### src/rtl/addsub_pkg.sv
package addsub_pkg;

    typedef enum logic [2:0] {
        OP_ADD = 3'd0,
        OP_ADC = 3'd1,
        OP_SUB = 3'd2,
        OP_SBC = 3'd3,
        OP_RSB = 3'd4
    } addsub_op_e;

    typedef struct packed {
        logic n;
        logic z;
        logic c;
        logic v;
    } cond_flags_t;

endpackage

### src/rtl/addsub_operand_sel.sv
module addsub_operand_sel
    import addsub_pkg::*;
#(
    parameter int DATA_W = 32,
    parameter int IMM_W  = 12
) (
    input  logic [2:0]        op_i,
    input  logic              use_imm_i,
    input  logic [DATA_W-1:0] a_i,
    input  logic [DATA_W-1:0] b_i,
    input  logic [IMM_W-1:0]  imm_i,
    input  logic              carry_i,
    output logic [DATA_W-1:0] x_o,
    output logic [DATA_W-1:0] y_o,
    output logic              cin_o,
    output logic              illegal_o
);
    localparam int PAD_W = DATA_W - IMM_W;

    logic [DATA_W-1:0] op2;

    always_comb begin
        op2       = use_imm_i ? {{PAD_W{1'b0}}, imm_i} : b_i;
        x_o       = a_i;
        y_o       = op2;
        cin_o     = 1'b0;
        illegal_o = 1'b0;
        case (op_i)
            OP_ADD: begin
                y_o   = op2;
                cin_o = 1'b0;
            end
            OP_ADC: begin
                y_o       = b_i;
                cin_o     = carry_i;
                illegal_o = use_imm_i;
            end
            OP_SUB: begin
                y_o   = ~op2;
                cin_o = 1'b1;
            end
            OP_SBC: begin
                y_o       = ~b_i;
                cin_o     = carry_i;
                illegal_o = use_imm_i;
            end
            OP_RSB: begin
                x_o       = b_i;
                y_o       = ~a_i;
                cin_o     = 1'b1;
                illegal_o = use_imm_i;
            end
            default: illegal_o = 1'b1;
        endcase
    end
endmodule

### src/rtl/addsub_adder.sv
module addsub_adder
    import addsub_pkg::*;
#(
    parameter int DATA_W = 32
) (
    input  logic [DATA_W-1:0] x_i,
    input  logic [DATA_W-1:0] y_i,
    input  logic              cin_i,
    output logic [DATA_W-1:0] sum_o,
    output cond_flags_t       flags_o
);
    localparam int MSB = DATA_W - 1;

    logic [DATA_W:0] wide;

    always_comb begin
        wide       = {1'b0, x_i} + {1'b0, y_i} + {{DATA_W{1'b0}}, cin_i};
        sum_o      = wide[MSB:0];
        flags_o.n  = wide[MSB];
        flags_o.z  = (wide[MSB:0] == '0);
        flags_o.c  = wide[DATA_W];
        flags_o.v  = (x_i[MSB] == y_i[MSB]) && (wide[MSB] != x_i[MSB]);
    end
endmodule

### src/rtl/addsub_flag_reg.sv
module addsub_flag_reg
    import addsub_pkg::*;
(
    input  logic        clk,
    input  logic        rst,
    input  logic        wr_en_i,
    input  cond_flags_t flags_i,
    output cond_flags_t flags_o
);
    cond_flags_t flags_d, flags_q;

    always_comb begin
        flags_d = flags_q;
        if (wr_en_i) begin
            flags_d = flags_i;
        end
    end

    always_ff @(posedge clk) begin
        if (rst) begin
            flags_q <= '0;
        end else begin
            flags_q <= flags_d;
        end
    end

    assign flags_o = flags_q;
endmodule

### src/rtl/addsub_carry_unit.sv
module addsub_carry_unit
    import addsub_pkg::*;
#(
    parameter int DATA_W = 32,
    parameter int IMM_W  = 12,
    parameter int IDX_W  = 4
) (
    input  logic              clk,
    input  logic              rst,
    input  logic              valid_i,
    input  logic [2:0]        op_i,
    input  logic              set_flags_i,
    input  logic              use_imm_i,
    input  logic [DATA_W-1:0] a_i,
    input  logic [DATA_W-1:0] b_i,
    input  logic [IMM_W-1:0]  imm_i,
    input  logic [IDX_W-1:0]  rn_idx_i,
    input  logic [IDX_W-1:0]  rd_idx_i,
    input  logic              rd_given_i,
    output logic [DATA_W-1:0] result_o,
    output logic [IDX_W-1:0]  dest_idx_o,
    output logic              illegal_o,
    output logic [3:0]        flags_o
);
    logic [DATA_W-1:0] x, y, sum;
    logic              cin, illegal;
    cond_flags_t       new_flags, cur_flags;

    addsub_operand_sel #(.DATA_W(DATA_W), .IMM_W(IMM_W)) u_sel (
        .op_i      (op_i),
        .use_imm_i (use_imm_i),
        .a_i       (a_i),
        .b_i       (b_i),
        .imm_i     (imm_i),
        .carry_i   (cur_flags.c),
        .x_o       (x),
        .y_o       (y),
        .cin_o     (cin),
        .illegal_o (illegal)
    );

    addsub_adder #(.DATA_W(DATA_W)) u_add (
        .x_i     (x),
        .y_i     (y),
        .cin_i   (cin),
        .sum_o   (sum),
        .flags_o (new_flags)
    );

    addsub_flag_reg u_flags (
        .clk     (clk),
        .rst     (rst),
        .wr_en_i (valid_i && set_flags_i && !illegal),
        .flags_i (new_flags),
        .flags_o (cur_flags)
    );

    assign result_o   = illegal ? '0 : sum;
    assign dest_idx_o = rd_given_i ? rd_idx_i : rn_idx_i;
    assign illegal_o  = illegal;
    assign flags_o    = cur_flags;
endmodule

### config.mk
export PLATFORM = sky130hd
export DESIGN_NAME = addsub_carry_unit
export DESIGN_NICKNAME = d
export VERILOG_FILES = /design/src/rtl/addsub_pkg.sv /design/src/rtl/addsub_operand_sel.sv /design/src/rtl/addsub_adder.sv /design/src/rtl/addsub_flag_reg.sv /design/src/rtl/addsub_carry_unit.sv
export SDC_FILE = /design/constraint.sdc
export NUM_CORES = 1
export LEC_CHECK = 0
export CELL_PAD_IN_SITES_DETAIL_PLACEMENT = 0
export CELL_PAD_IN_SITES_GLOBAL_PLACEMENT = 1
export CORE_MARGIN = 8
export CORE_UTILIZATION = 30
export CTS_BUF_LIST = sky130_fd_sc_hd__clkbuf_8
export DETAILED_ROUTE_END_ITERATION = 12
export GPL_TIMING_DRIVEN = 0
export PLACE_DENSITY_LB_ADDON = 0.1
export SYNTH_ARGS = -nofsm -noshare
export SYNTH_HDL_FRONTEND = slang
export SYNTH_SLANG_ARGS = --single-unit
### constraint.sdc
create_clock -name clk -period 14 [get_ports clk]
set_input_delay 4.2 -clock clk [delete_from_list [all_inputs] [get_ports clk]]
set_output_delay 4.2 -clock clk [all_outputs]
set_load 0.01 [all_outputs]
==> impl_metrics.yaml, run 1 <==
worst_setup_path:
  critPathKind: "in2out"
  cp-start-kind: "primary input"
  cp_data_arrival_time_ps: 9580
  path_delay_family: "compound AO/OA/AOI/OAI gates"
  crit-reg2reg-launch: "u_flags.flags_o[1]$_SDFFE_PP0P_"
  worstSetupEndpointType: "output port"
  max_stage_delay_ps: 740
  crit_top_cell: "clkdlybuf4s50_1"
  crit_chain: "clkdlybuf4s50_1, nand2_2, a31o_2, clkbuf_1, a211o_1, ha_1, buf_2, a21o_1, o21bai_1, a221o_1, or3_1, o221ai_1, a21oi_1, xnor2_2, nor2_1, clkdlybuf4s50_1"
  cp-startpoint: "op_i[2]"
  cp.required_ps: 9800
  cp.buffers_inverters: 4
  crit_fanout: 11
  slowest_stage: "clkdlybuf4s50_1"
cts:
  clkLatencyLatePin_ps: 220
  cts_root_buf: "clkbuf_8"
  ctsHoldBuffers: 0
  cts_tree: "done"
  max-clock-path-buffers: 2
  cts_sinks: 4
  cts.reportedPaths.clkPinSlew_ps: 30
  htree_levels: 1
  cts_buffers: 3
logic_synthesis:
  synthArstFlopShare_pct: 0
  synth_top_area_share_pct: 12.6
  syn_nets: 765
  ys_seq_elements: 4
  avgSynthCellArea_um2: 6.26
  synth-edff-count: 0
  synth.most_common_cell: "nand2_1"
  syn_inst: 639
  syn_area_mm2: 0.00400
  synth_area_leaders: "nand2_1 13%, ha_1 9.7%, a21oi_1 6.8%"
  synth_cell_types: 68
  synth_area_leader_cell: "nand2_1"
  ys.flop_type: "dfxtp_1"
  synth_common_cells: "134 x nand2_1, 64 x nor2_1, 54 x a21oi_1, 36 x clkbuf_1, 31 x ha_1"
  yosysSeqAreaShare_pct: 2.00
  yosys_warnings: 0
worst_hold_path:
  min_path_type: "reg2reg"
  hold_start: "u_flags.flags_o[2]$_SDFFE_PP0P_"
floorplan:
  start_util_pct: 30.5
  coreArea_mm2: 0.0131
  fp.dieW_um: 132
  row_count: 42
  fp.dieH_um: 132
  ioPinCount: 134
  design.die.area_mm2: 0.0173
detailed_routing:
  drc_errors: 0
  dr_total_vias: 5262
  m1WireLength_mm: 8.30
  wl_met3_um: 926
  ant_nets: 0
  dr.pass1.iters: 5
  drtIter0Drc: 405
  vias_per_cell: 5.56
  dr.max_layer_used: "met4"
  wl_per_cell_um: 18.8
  route.met2.wl_mm: 8.51
  totalWireLength_mm: 17.8
power:
  p_per_area_mw_per_mm2: 69.9
  leakage_nw: 2.43
  ir_drop_mv: 0.0279
final_layout:
  final_cell_area_mm2: 0.00559
  largest_register_ffs: 4
  multiInputGateArea_mm2: 0.00370
  antenna_cells: 0
  fillers: 1488
  regArea_um2: 80.1
  drive_gt1_share_pct: 4.93
  syn_to_final_growth_pct: 39.6
  fin_nets: 899
  fin_util_pct: 42.5
global_route:
  grt_max_degree: 11
  grt_pass1_vias: 5049
  grt_use_total_pct: 19.5
  grt_pass1_wl_mm: 28.1
  antenna_found_initial: 0
  grt-ovfl-total: 0
timing:
  final_max_slew_viol_count: 0
  tns_ps: 0
  setup_viol: 0
  clock.fmax_ghz: 0.0726
  slew_headroom_pct: 40.7
  hold_viol_final: 0
  post-route-period-util_pct: 98.5
  min_period_ps: 13780
  fin_hold_ws_ps: 505
  rsz0062_at_grt: "no"
  finalClockSkew_ps: 3.28
  tightest_slew_ps: 867
outcome:
  status: "completed"
job:
  maxCapViolations: 0
placement:
  gp_congestion: 0.893
  numPortBuffers: 131
  dp_hpwl_mm: 14.5
  placed_cell_area_mm2: 0.00553
[layout make-up]
| cell class | count | area share, % |
|---|---|---|
| timing repair buffer | 131 | 23.5 |
| clock buffer | 3 | 0.739 |
| buffer | 45 | 3.38 |
| inverter | 11 | 0.739 |
| sequential | 4 | 1.43 |
| tap | 176 | 3.94 |
| multi-input combinational | 577 | 66.3 |
[metrics by stage]
stage | total power, mW | worst slack [ps] | instances
6_report | 0.390 | 217 | 947
5_1_grt | 0.426 | 23.8 | 947
4_1_cts | 0.391 | 12.4 | 949
3_5_place_dp | 0.363 | -272 | 946
3_3_place_gp | 0.364 | -275 | 946
2_1_floorplan | 0.227 | 1800 | 639
[logic make-up (layout without fill, tap and decap cells)]
kind of cell | after synthesis | count (layout) | synth area share (%)
simple gates | 290 | 290 | 33.6
flops | 4 | 4 | 2.00
buf+inv | 58 | 190 | 5.91
xor+xnor | 32 | 32 | 7.00
compound gates | 186 | 186 | 31.3
fa+ha+maj | 33 | 33 | 10.7
mux | 36 | 36 | 9.47
[final timing paths]
check	endpoint	slack, ps	depth (start not counted)
setup / recovery	result_o[31]	220	16
hold / removal	u_flags.flags_o[2]$_SDFFE_PP0P_	510	2
setup reg to reg	u_flags.flags_o[2]$_SDFFE_PP0P_	9960	14
hold reg to reg	u_flags.flags_o[2]$_SDFFE_PP0P_	510	2
[cell usage in the layout, fill, tap and decap left out, types with 6 or more instances in the layout]
cell and instances:
inv_1 11, nor2_1 63, nand3_1 9, ha_1 31, nand4_1 10, xor2_1 22, a21o_1 9, o21ai_0 27
nand2_1 133, xnor2_1 9, clkdlybuf4s50_1 131, a21oi_1 54, o211ai_1 15, nor3_1 12, buf_2 6, or3_1 7
clkbuf_1 33, a211oi_1 12, a211o_1 20, nor2b_1 11, mux2_2 15, mux2i_1 21
[what timing repair did]
action                     4_1_cts  5_1_grt
resized for setup                3        2
buffers inserted                 0        0
setup endpoints to repair        2        2
[power by group]
group,internal (mW),total [mW],leakage [nW],switching (mW)
registers,0.0119,0.0122,0.0325,0.000300
clock network,0.0183,0.0239,0.0216,0.00564
logic,0.159,0.354,2.37,0.195
[metal layers]
metal | up-vias | track usage (%)
met5 | - | 0
met4 | 0 | 1.28
met3 | 10 | 2.82
met2 | 182 | 33.5
met1 | 2474 | 26.2
li1 | 2596 | -
[worst min-delay path, cell delays in order, from the launching register on]
cell,delay (ps)
dfxtp_1,300
nand3b_1,90
o21ai_1,60
(Power assumes the default switching activity.)
==> inputs of run 2 (changes only) <==
- CORE_ASPECT_RATIO: default -> 2
==> impl_metrics.yaml, run 2 (synthesis gave the netlist of run 1 again) <==
cts:
  cts_buffers: 3
  ctsHoldBuffers: 0
  clkLatencyLatePin_ps: 210
  cts_setup_buffers: 0
  htree_levels: 1
  cts_tree: "done"
  cts_sinks: 4
  cts_root_buf: "clkbuf_8"
  cts_resized: 1
  max-clock-path-buffers: 2
  cts.reportedPaths.clkPinSlew_ps: 30
final_layout:
  largest_register_ffs: 4
  final_common_cell: "nand2_1"
  final_cell_area_mm2: 0.00555
  drive_gt1_share_pct: 4.67
  syn_to_final_growth_pct: 38.6
  final_cell_mix: "134 x nand2_1, 131 x clkdlybuf4s50_1, 63 x nor2_1"
  fin_cells: 923
  fillers: 1420
  fin_nets: 899
  fin_util_pct: 42.7
  antenna_cells: 0
timing:
  fin_ws_ps: 310
  clock.fmax_ghz: 0.0730
  rsz0062_at_grt: "no"
  hold_viol_final: 0
  finalClockSkew_ps: 0.0770
  final_max_slew_viol_count: 0
  slew_headroom_pct: 42.3
  min_period_ps: 13690
  setup_viol: 0
  post-route-period-util_pct: 97.8
  tightest_slew_ps: 866
  tns_ps: 0
  fin_hold_ws_ps: 477
power:
  ir_drop_mv: 0.0341
  finalPower_mw: 0.405
  p_per_area_mw_per_mm2: 73.1
  leakage_nw: 2.42
floorplan:
  design.die.area_mm2: 0.0175
  coreArea_mm2: 0.0130
  fp.dieH_um: 179
  fp.dieW_um: 97.7
  start_util_pct: 30.8
  ioPinCount: 134
  row_count: 59
placement:
  gp_congestion: 0.874
  placed_cell_area_mm2: 0.00550
  pre_cts_ws_ps: -156
  placed_cells: 922
  numPortBuffers: 131
  dp_hpwl_mm: 16.3
outcome:
  status: "completed"
worst_hold_path:
  hold_path_depth: 2
  hold_start: "u_flags.flags_o[2]$_SDFFE_PP0P_"
  whs_endpoint: "u_flags.flags_o[2]$_SDFFE_PP0P_"
  min_path_type: "reg2reg"
detailed_routing:
  drc_errors: 0
  totalWireLength_mm: 18.8
  dr.pass1.iters: 5
  wl_per_cell_um: 20.3
  vias_per_cell: 5.67
  dr_total_vias: 5230
  drtIter0Drc: 236
  ant_nets: 0
global_route:
  antenna_found_initial: 0
  grt_pass1_wl_mm: 29.2
  grt_pass1_vias: 5533
  grt_max_degree: 11
  grt-ovfl-total: 0
  grt_use_total_pct: 20.8
worst_setup_path:
  crit-reg2reg-launch: "u_flags.flags_o[1]$_SDFFE_PP0P_"
  crit_fanout: 19
  ff2ff_path_depth: 15
  worstSetupEndpointType: "output port"
  cp_data_arrival_time_ps: 9490
  cp-start-kind: "primary input"
  reg2reg_slack_ps: 9620
  critPathKind: "in2out"
  regToRegEndpoint: "u_flags.flags_o[2]$_SDFFE_PP0P_"
  cp.required_ps: 9800
job:
  maxCapViolations: 0
-- run 2: cell counts in the layout (fill, tap and decap cells not counted) --
Identical to the previous run, type by type.
-- run 2: final cells by class --
cell class,instances,area [um^2],area share [%]
Clock buffer,3,41.3,0.744
Sequential cell,4,80.1,1.44
Multi-Input combinational cell,577,3690,66.6
Tap cell,152,190,3.43
Timing Repair Buffer,131,1310,23.6
Buffer,45,189,3.41
Inverter,11,41.3,0.744
-- run 2: per-layer routing --
layer	wire length (um)	GRT usage, %
met1	6110	17.7
met2	10600	42.7
met3	581	2.00
met4	1510	15.5
met5	0	0
-- run 2: worst max-delay path by stage --
stage                     startpoint           end  slack, ps
after floorplan            use_imm_i  result_o[31]       1800
after global placement       op_i[0]  result_o[31]       -140
after detailed placement     op_i[0]  result_o[31]       -160
after CTS                    op_i[0]  result_o[31]         70
after global routing         op_i[0]  result_o[29]         70
final                        op_i[0]  result_o[31]        310
-- run 2: critical path, cell delays in order --
cell and delay (ps):
clkdlybuf4s50_1 610, nand2b_1 140, clkbuf_1 260, clkbuf_2 540
a21oi_1 160, a211o_1 260, ha_1 300, clkbuf_1 240
and4_1 330, and4_1 210, a221o_1 380, or3_1 350
o221ai_1 350, a21oi_1 210, xnor2_1 200, nor2_1 140
clkdlybuf4s50_1 580
-- run 2: report_power, final --
group	internal, mW	switching, mW
Clock	0.0183	0.00587
Sequential	0.0119	0.000460
Combinational	0.160	0.209
Total	0.190	0.215
